[src/rtl/iso_dma_pkg.sv]
package iso_dma_pkg;

    typedef enum logic [1:0] {
        END_NONE  = 2'b00,
        END_COUNT = 2'b01,
        END_EOP   = 2'b10,
        END_ABORT = 2'b11
    } end_cause_e;

    typedef struct packed {
        logic       en_seen;
        logic       active;
        logic       done;
        logic       cnt_arm;
        logic       warn;
        end_cause_e cause;
    } ctl_t;

endpackage

[src/rtl/iso_dma_cnt.sv]
module iso_dma_cnt #(
    parameter int CW = 8
) (
    input  logic          clk,
    input  logic          rst_n,
    input  logic          load,
    input  logic [CW-1:0] load_val,
    input  logic          dec,
    output logic          at_zero,
    output logic          at_one
);
    localparam logic [CW-1:0] ONE = CW'(1);

    logic [CW-1:0] cnt_d, cnt_q;

    always_comb begin
        cnt_d = cnt_q;
        if (load) begin
            cnt_d = load_val;
        end else if (dec && (cnt_q != '0)) begin
            cnt_d = cnt_q - ONE;
        end
    end

    always_ff @(posedge clk or negedge rst_n) begin
        if (!rst_n) begin
            cnt_q <= '0;
        end else begin
            cnt_q <= cnt_d;
        end
    end

    assign at_zero = (cnt_q == '0);
    assign at_one  = (cnt_q == ONE);
endmodule

[src/rtl/iso_dma_arb.sv]
module iso_dma_arb
    import iso_dma_pkg::*;
(
    input  logic       active,
    input  logic       en_lvl,
    input  logic       eop_hit,
    input  logic       zero_hit,
    output logic       end_now,
    output end_cause_e cause
);
    always_comb begin
        end_now = 1'b0;
        cause   = END_NONE;
        if (active) begin
            if (!en_lvl) begin
                end_now = 1'b1;
                cause   = END_ABORT;
            end else if (eop_hit) begin
                end_now = 1'b1;
                cause   = END_EOP;
            end else if (zero_hit) begin
                end_now = 1'b1;
                cause   = END_COUNT;
            end
        end
    end
endmodule

[src/rtl/iso_dma_term.sv]
module iso_dma_term
    import iso_dma_pkg::*;
#(
    parameter int CW = 8
) (
    input  logic          clk,
    input  logic          rst_n,
    input  logic [CW-1:0] cnt_init,
    input  logic          cnt_en,
    input  logic          dma_en,
    input  logic          dir_in,
    input  logic          xfer_stb,
    input  logic          eop,
    output logic          dma_req,
    output logic          done,
    output logic [1:0]    end_code,
    output logic          cfg_warn
);
    ctl_t       ctl_d, ctl_q;
    logic       en_rise;
    logic       at_zero, at_one;
    logic       zero_hit;
    logic       end_now;
    end_cause_e arb_cause;

    assign en_rise = dma_en && !ctl_q.en_seen;

    iso_dma_cnt #(.CW(CW)) u_cnt (
        .clk      (clk),
        .rst_n    (rst_n),
        .load     (en_rise),
        .load_val (cnt_init),
        .dec      (ctl_q.active && xfer_stb),
        .at_zero  (at_zero),
        .at_one   (at_one)
    );

    assign zero_hit = ctl_q.cnt_arm && (at_zero || (xfer_stb && at_one));

    iso_dma_arb u_arb (
        .active   (ctl_q.active),
        .en_lvl   (dma_en),
        .eop_hit  (eop),
        .zero_hit (zero_hit),
        .end_now  (end_now),
        .cause    (arb_cause)
    );

    always_comb begin
        ctl_d         = ctl_q;
        ctl_d.en_seen = dma_en;
        ctl_d.done    = 1'b0;
        if (en_rise) begin
            ctl_d.active  = 1'b1;
            ctl_d.cause   = END_NONE;
            ctl_d.cnt_arm = cnt_en && dir_in;
            ctl_d.warn    = cnt_en && !dir_in;
        end else if (end_now) begin
            ctl_d.active = 1'b0;
            ctl_d.done   = 1'b1;
            ctl_d.cause  = arb_cause;
        end
    end

    always_ff @(posedge clk or negedge rst_n) begin
        if (!rst_n) begin
            ctl_q <= '{en_seen: 1'b0, active: 1'b0, done: 1'b0, cnt_arm: 1'b0,
                       warn: 1'b0, cause: END_NONE};
        end else begin
            ctl_q <= ctl_d;
        end
    end

    assign dma_req  = ctl_q.active;
    assign done     = ctl_q.done;
    assign end_code = ctl_q.cause;
    assign cfg_warn = ctl_q.warn;
endmodule

[config.mk]
export PLATFORM = sky130hd
export DESIGN_NAME = iso_dma_term
export DESIGN_NICKNAME = d
export VERILOG_FILES = /design/src/rtl/iso_dma_pkg.sv /design/src/rtl/iso_dma_cnt.sv /design/src/rtl/iso_dma_arb.sv /design/src/rtl/iso_dma_term.sv
export SDC_FILE = /design/constraint.sdc
export NUM_CORES = 1
export LEC_CHECK = 0
export ABC_AREA = 1
export CAP_MARGIN = 20
export CORE_UTILIZATION = 45
export DETAILED_ROUTE_END_ITERATION = 10
export PLACE_DENSITY = 0.75
export SLEW_MARGIN = 20
export SYNTH_ARGS = -nofsm -noshare
export SYNTH_HDL_FRONTEND = slang
export SYNTH_SLANG_ARGS = --single-unit
[constraint.sdc]
create_clock -name clk -period 1.55 [get_ports clk]
set_clock_uncertainty 0.2 [all_clocks]
set_input_delay 0.31 -clock clk [delete_from_list [all_inputs] [get_ports clk]]
set_output_delay 0.31 -clock clk [all_outputs]
set_load 0.03 [all_outputs]
After elaboration in Yosys (flattened, before gate mapping)
Index checks and enable logic that the tools add are counted.
{"block": "totals", "reg_bits": 15, "input_bits": 15, "word_cells": 38}
{"block": "classes", "n_addsub": 1, "eq_ne": 1, "mux": 15, "reduce_logical": 14}
{"cell": "two-way mux 8 bit", "n": 2}
{"cell": "two-way mux 2 bit", "n": 6}
{"cell": "equality test 8 x 1 -> 1 bit, second input constant", "n": 1}
{"cell": "zero test 8 bit", "n": 1}
{"cell": "nonzero test 8 bit", "n": 1}
{"cell": "subtractor 8 x 1 -> 8 bit, second input constant", "n": 1}
{"cell": "logical AND 1 bit", "n": 7}
{"cell": "two-way mux 1 bit", "n": 7}
{"cell": "nonzero test 2 bit", "n": 2}
{"cell": "zero test 1 bit", "n": 2}
{"cell": "logical OR 1 bit", "n": 1}

Depth between registers and ports, before layout
Gate-level depths: netlist of the first run.
{"block": "depth", "depth_word": 10, "depth_mapped": 10}

By module
Synthesis of the first run repeated with hierarchy kept, for this count alone.
{"block": "hier_totals", "cells_unflattened": 122, "hier_area_um2": 942.2}
{"module": "iso_dma_cnt", "instances": 1, "cells_each": 79, "area_per_inst_um2": 603.1, "seq_area_each_um2": 200.2}
{"module": "iso_dma_term", "instances": 1, "cells_each": 34, "area_per_inst_um2": 300.3, "seq_area_each_um2": 175.2}
{"module": "iso_dma_arb", "instances": 1, "cells_each": 9, "area_per_inst_um2": 38.8, "seq_area_each_um2": 0.0}

Least setup slack after synthesis of the first run
No wires, ideal clock.
{"block": "synth_path", "kind": "reg-to-reg", "from": "register u_cnt.cnt_q[0]", "to": "register u_cnt.cnt_q[6]", "setup_ns": 0.115, "arrival_time_ns": 1.250, "t_required_ns": 1.235, "slack_ns": -0.016, "stages_incl_launch_ff": 9, "path_buffers": 1, "period_less_slack_ns": 1.566, "cell_sequence": "dfrtp_1 -> inv_1 -> ha_1 -> nand2_4 -> o21bai_4 -> nand2_4 -> buf_6 -> nand3_2 -> nand2_2"}
{"block": "synth_between", "elab_chain_cells": 3}
{"item": "start: declaration", "line_no": "iso_dma_cnt.sv:14", "text": "logic [CW-1:0] cnt_d, cnt_q;"}
{"item": "start signal: assignment", "line_no": "iso_dma_cnt.sv:29", "text": "cnt_q <= cnt_d;"}
{"item": "subtractor 8 x 1 -> 8 bit or nonzero test 8 bit (tied branches)", "line_no": "iso_dma_cnt.sv:21, iso_dma_cnt.sv:20"}
{"item": "two-way mux 8 bit or logical AND 1 bit (tied branches)", "line_no": "iso_dma_cnt.sv:20", "text": "end else if (dec && (cnt_q != '0)) begin"}
{"item": "two-way mux 8 bit or nonzero test 2 bit (tied branches)"}
Several ways; a longest one is shown, not always the timed one. The select of a mux whose other input is x is not followed.
A chain may end at the register's enable or synchronous reset.

Final worst setup path of the first run
{"block": "layout_path", "from": "register u_cnt.cnt_q[1]", "to": "register u_cnt.cnt_q[2]"}
The elaborated chain is that of the path after synthesis.

==> results of run 1 <==
## layer usage
metal | up-vias | part of all wire | global-route usage
met3 | 4 | 0.026 | 0.0556
met1 | 403 | 0.47 | 0.291
met2 | 9 | 0.49 | 0.322
li1 | 473 | - | -
met4 | 0 | 0.010 | 0.0333
met5 | - | 0 | 0
## flip-flops by register name, summed over array words and instances (netlist names)
signal / flops
cfg_warn: 1
u_cnt.cnt_q: 8
dma_req: 1
ctl_q: 2
end_code: 2
done: 1
## kinds of logic after synthesis
kind of cell / share of synthesized area
buf+inv: 0.0810
simple gates: 0.376
compound gates: 0.111
fa+ha+maj: 0.0392
flops: 0.392
## cell type report
| class | instances | area, um2 |
|---|---|---|
| tap | 27 | 33.8 |
| clock buffer | 4 | 26.3 |
| multi-input combinational | 92 | 564 |
| inverter | 11 | 41.3 |
| sequential | 15 | 375 |
| fill | 156 | 619 |
| timing repair buffer | 39 | 322 |
## worst max-delay path: stages, from the launching register on
cell and delay, ps:
dfrtp_1 410, inv_2 110, ha_4 140, nand2_4 60, o21bai_4 240, nand2_4 150
nand2_2 90, o21ai_2 50
## power by group through the flow
stage                     logic, mW  clock network [mW]  registers [mW]
after floorplan               0.695                   0           0.637
after global placement         1.04                   0           0.619
after global routing           1.32               0.248           0.640
final                          1.19               0.222           0.626
after CTS                      1.11               0.231           0.622
after detailed placement       1.06                   0           0.625
## placed cells by master, fill, tap and decap left out
master	instances
nand3_4	1
inv_2	4
clkdlybuf4s50_1	14
ha_2	1
nand3_1	11
ha_1	1
nand2_4	3
o21ai_0	5
nand3b_1	1
clkbuf_4	3
o21bai_1	1
clkbuf_1	1
or2_2	2
a21oi_1	2
dlygate4sd2_1	1
nand2_1	33
clkbuf_2	3
nand3_2	4
nor2_4	1
inv_1	7
nand2_2	7
nand4_1	2
o21ai_1	1
dfrtp_1	15
nor2_1	5
a21oi_2	1
buf_4	21
o21bai_4	1
nor2_2	4
o21ai_2	4
ha_4	1
## what timing repair did
item	CTS	global route
setup endpoints to repair	12	14
cloned	1	0
resized for setup	11	14
pin swaps	2	6
buffers inserted	2	2
## how the worst max path moves through the flow
stage	endpoint	slack, ps	cells after the start
3_5_place_dp	u_cnt.cnt_q[0]$_DFFE_PN0P_	-230	8
2_1_floorplan	u_cnt.cnt_q[6]$_DFFE_PN0P_	10	8
4_1_cts	end_code[1]	5	1
6_report	u_cnt.cnt_q[2]$_DFFE_PN0P_	1	7
3_3_place_gp	u_cnt.cnt_q[0]$_DFFE_PN0P_	-200	8
5_1_grt	u_cnt.cnt_q[1]$_DFFE_PN0P_	-70	7
==> flow_summary.toml, run 1 <==
[grt]
grt_pass1_vias = 791
grt_max_degree = 16
grt_pass1_wl_um = 3280
antenna_found_initial = 0
grt_util_all_layers = 0.206
overflow = 0

[worst_setup_path]
setup.worst_path.start = "u_cnt.cnt_q[1]$_DFFE_PN0P_"
ff2ff_path_depth = 7
required_ps = 1530
endpoint_kind = "register"
critical_path_class = "register to register"
r2r-start = "u_cnt.cnt_q[1]$_DFFE_PN0P_"
rr_endpoint = "u_cnt.cnt_q[2]$_DFFE_PN0P_"
critPathLaunchType = "register"
rrSetupSlack_ps = 1
cp_max_fo = 6
arrival_ps = 1530

[floorplan]
std_cell_rows = 16
die_h_um = 48.1
initial_utilization = 0.483
core_area_mm2 = 0.00198
io_pins = 20
dieArea_mm2 = 0.00232
die_w_um = 48.1

[timing]
worst_pin_slew_ps = 298
slew_violations = 0
finalCritPeriodShare = 0.999
max_slew_margin = 0.802
setup_viol = 0
period_minus_slack_ps = 1550
grt_setup_unrepaired = "true"
hold_ws_ps = 125
finalSetupTns_ps = 0
hold_viol = 0
postLayoutSetupSlackWorst_ps = 0.958
max_freq_mhz = 646

[route]
vias_per_cell = 4.73
firstDrtPassIters = 4
wl_per_cell_um = 11.8
drt-total-wl_um = 2210
ant_nets = 0
drc_errors = 0
drtIter0Drc = 7
vias = 889

[pwr]
p_int_mw = 1.14
power.leakage_nw = 0.672
clockPowerShare = 0.109
p_total_mw = 2.04
p_comb_frac = 0.584
switching_power_mw = 0.897
seq_power_share = 0.307
vdd_drop_max_mv = 1.08
p_per_area_mw_per_mm2 = 1490
p_sw_frac = 0.440

[place]
placed_cells = 179
hpwl_um = 1540
place.gp.congestion = 0.914
place_ws_ps = -227
dpl-instance-area_mm2 = 0.00126
port_buffers = 19

[cells_and_area]
antenna_cells = 0
nNetsFinal = 180
drive_above_1_share = 0.379
final_cells = 188
fin_area_mm2 = 0.00136
synthToLayoutAreaGrowth_pct = 42.4
final_core_util = 0.688

[synthesis]
synth_top_cell_area_share = 0.392
yosysTopAreaCell = "dfrtp_1"
synth_edf_count = 0
synth_common_cells = "nand2_1, dfrtp_1, nand3_1, inv_1, nor2_1"
ys_seq_area_frac = 0.392
syn-cell-area_um2 = 957
synth_seq_cells = 15
synthesis.nets = 140
yosys_warnings = 0
yosys.cell_count.top_type = "nand2_1"
synth_cells = 122
syn_avg_cell_area_um2 = 7.85
async_flop_share = 1.00
synth_ff_type = "dfrtp_1"
yosys-top-cells-area = "dfrtp_1, nand2_1, nand3_1"
ys_types = 23

[hold_path]
hold_path_class = "primary input to async pin"

[clock_tree]
clkTransAtPathRegs_ps = 80
insertion_delay_ps = 290
cts_htree_levels = 1
clockRootBuffer = "clkbuf_4"
cts_sinks = 15
hold_buffers = 0
cts_made_buffers = 3
cts_tree = "yes"
clockBufferDepth = 2

[job]
drv_cap = 0

[outcome]
outcome = "finished, final reports clean"
No activity file was read; power rests on OpenSTA's default activity.
==> inputs of run 2 (changes only) <==
--- a/config.mk
+++ b/config.mk
@@ -10,6 +10,7 @@
 export CORE_UTILIZATION = 45
 export DETAILED_ROUTE_END_ITERATION = 10
 export PLACE_DENSITY = 0.75
+export SKIP_CTS_REPAIR_TIMING = 1
 export SLEW_MARGIN = 20
 export SYNTH_ARGS = -nofsm -noshare
 export SYNTH_HDL_FRONTEND = slang
==> run 2 against run 1 <==
  * Die area did not move
  * Count of clock-buffer cells in the layout did not move
  * Critical path depth did not move
  * Critical endpoint is now u_cnt.cnt_q[7]$_DFFE_PN0P_
  * Largest cell class unchanged
  * Highest routed layer unchanged
==> flow_summary.toml, run 2 (same netlist as run 1, synthesis figures left out) <==
[route]
firstDrtPassIters = 4
wl_per_cell_um = 11.8
ant_nets = 0
drtIter0Drc = 17
vias = 898
drc_errors = 0
vias_per_cell = 4.85
drt-total-wl_um = 2190

[worst_setup_path]
critical_path_class = "register to register"
required_ps = 1530
critPathLaunchType = "register"
arrival_ps = 1520
ff2ff_path_depth = 7
setup.worst_path.start = "u_cnt.cnt_q[0]$_DFFE_PN0P_"
endpoint_kind = "register"
r2r-start = "u_cnt.cnt_q[0]$_DFFE_PN0P_"
cp_max_fo = 3

[place]
dpl-instance-area_mm2 = 0.00126
place.gp.congestion = 0.914
hpwl_um = 1540
placed_cells = 179
port_buffers = 19

[cells_and_area]
drive_above_1_share = 0.335
nNetsFinal = 177
layout_commonest_cell = "nand2_1"
final_core_util = 0.686
largest_reg_flops = 8
n_fill_cell = 156
synthToLayoutAreaGrowth_pct = 42.0
final_cell_mix = "nand2_1, buf_4, dfrtp_1"
fin_area_mm2 = 0.00136
antenna_cells = 0
regMostFlops = "u_cnt.cnt_q"
final_cells = 185

[pwr]
p_comb_frac = 0.579
p_int_mw = 1.12
power.leakage_nw = 0.702
p_sw_frac = 0.436
switching_power_mw = 0.870
clockPowerShare = 0.110
p_per_area_mw_per_mm2 = 1470
vdd_drop_max_mv = 0.814
seq_power_share = 0.311

[floorplan]
die_h_um = 48.1
core_area_mm2 = 0.00198
io_pins = 20
initial_utilization = 0.483
die_w_um = 48.1
std_cell_rows = 16
dieArea_mm2 = 0.00232

[grt]
overflow = 0
grt_util_all_layers = 0.194
grt_max_degree = 16
antenna_found_initial = 0
grt_pass1_vias = 761
grt_pass1_wl_um = 3100

[clock_tree]
insertion_delay_ps = 280
cts_tree = "yes"
clockBufferDepth = 2
clockRootBuffer = "clkbuf_4"
cts_sinks = 15
clkTransAtPathRegs_ps = 90
cts_htree_levels = 1
cts_made_buffers = 3

[hold_path]
hold_path_class = "primary input to async pin"

[timing]
max_slew_margin = 0.789
finalCritPeriodShare = 0.999
hold_viol = 0
setup_viol = 0
worst_pin_slew_ps = 316
max_freq_mhz = 646
grt_setup_unrepaired = "true"
period_minus_slack_ps = 1550
slew_violations = 0

[job]
drv_cap = 0

[outcome]
outcome = "finished, final reports clean"
==> run 2: cell count changes in the layout (fill, tap and decap cells not counted), moves of 2 or more <==
cell,delta
nor2_1,+2
clkbuf_2,-3
nor2_2,-2
nand2_4,-2
buf_4,-2
dlymetal6s2s_1,+4
==> run 2: cell type report <==
class                      count  area (um2)  area share
clock buffer                   4        26.3      0.0193
inverter                      11        41.3      0.0304
multi-input combinational     91         549       0.404
sequential                    15         375       0.276
tap                           27        33.8      0.0249
timing repair buffer          37         333       0.245
==> run 2: through the flow <==
step,setup WS (ps),setup TNS (ps),hold WS (ps),power (mW)
3_5_place_dp,-227,-2150,323,1.68
4_1_cts,-284,-1570,123,1.92
3_3_place_gp,-203,-1880,315,1.66
5_1_grt,-70.0,-206,162,2.18
2_1_floorplan,12.0,0,-186,1.33
6_report,0.858,0,133,2.00
==> run 2: final timing paths <==
path,slack [ps],endpoint
max,0.9,u_cnt.cnt_q[7]$_DFFE_PN0P_
min,130,end_code[1]$_DFFE_PN0P_
max reg2reg,0.9,u_cnt.cnt_q[7]$_DFFE_PN0P_
min reg2reg,340,end_code[1]$_DFFE_PN0P_
max in group asynchronous,840,u_cnt.cnt_q[5]$_DFFE_PN0P_
min in group clk,340,end_code[1]$_DFFE_PN0P_
==> run 2: per-layer routing <==
layer | up-vias | track usage | routed length (um)
li1 | 467 | - | -
met1 | 405 | 0.273 | 994
met2 | 24 | 0.303 | 1080
met3 | 2 | 0.0556 | 100
met4 | 0 | 0.0333 | 9
met5 | - | 0 | 0
==> run 2: worst max-delay path, cell delays in order (launching register included) <==
cell and delay (ps):
dfrtp_1 400, buf_4 150, nor2_1 200, nand2_1 110
o21ai_0 180, nand2_1 90, nand3_2 70, nand2_1 50
==> run 2: power groups by stage <==
stage | combinational [mW] | clock (mW) | sequential (mW)
after detailed placement | 1.06 | 0 | 0.625
final | 1.15 | 0.219 | 0.621
after floorplan | 0.695 | 0 | 0.637
after global placement | 1.04 | 0 | 0.619
after global routing | 1.29 | 0.244 | 0.637
after CTS | 1.07 | 0.231 | 0.617
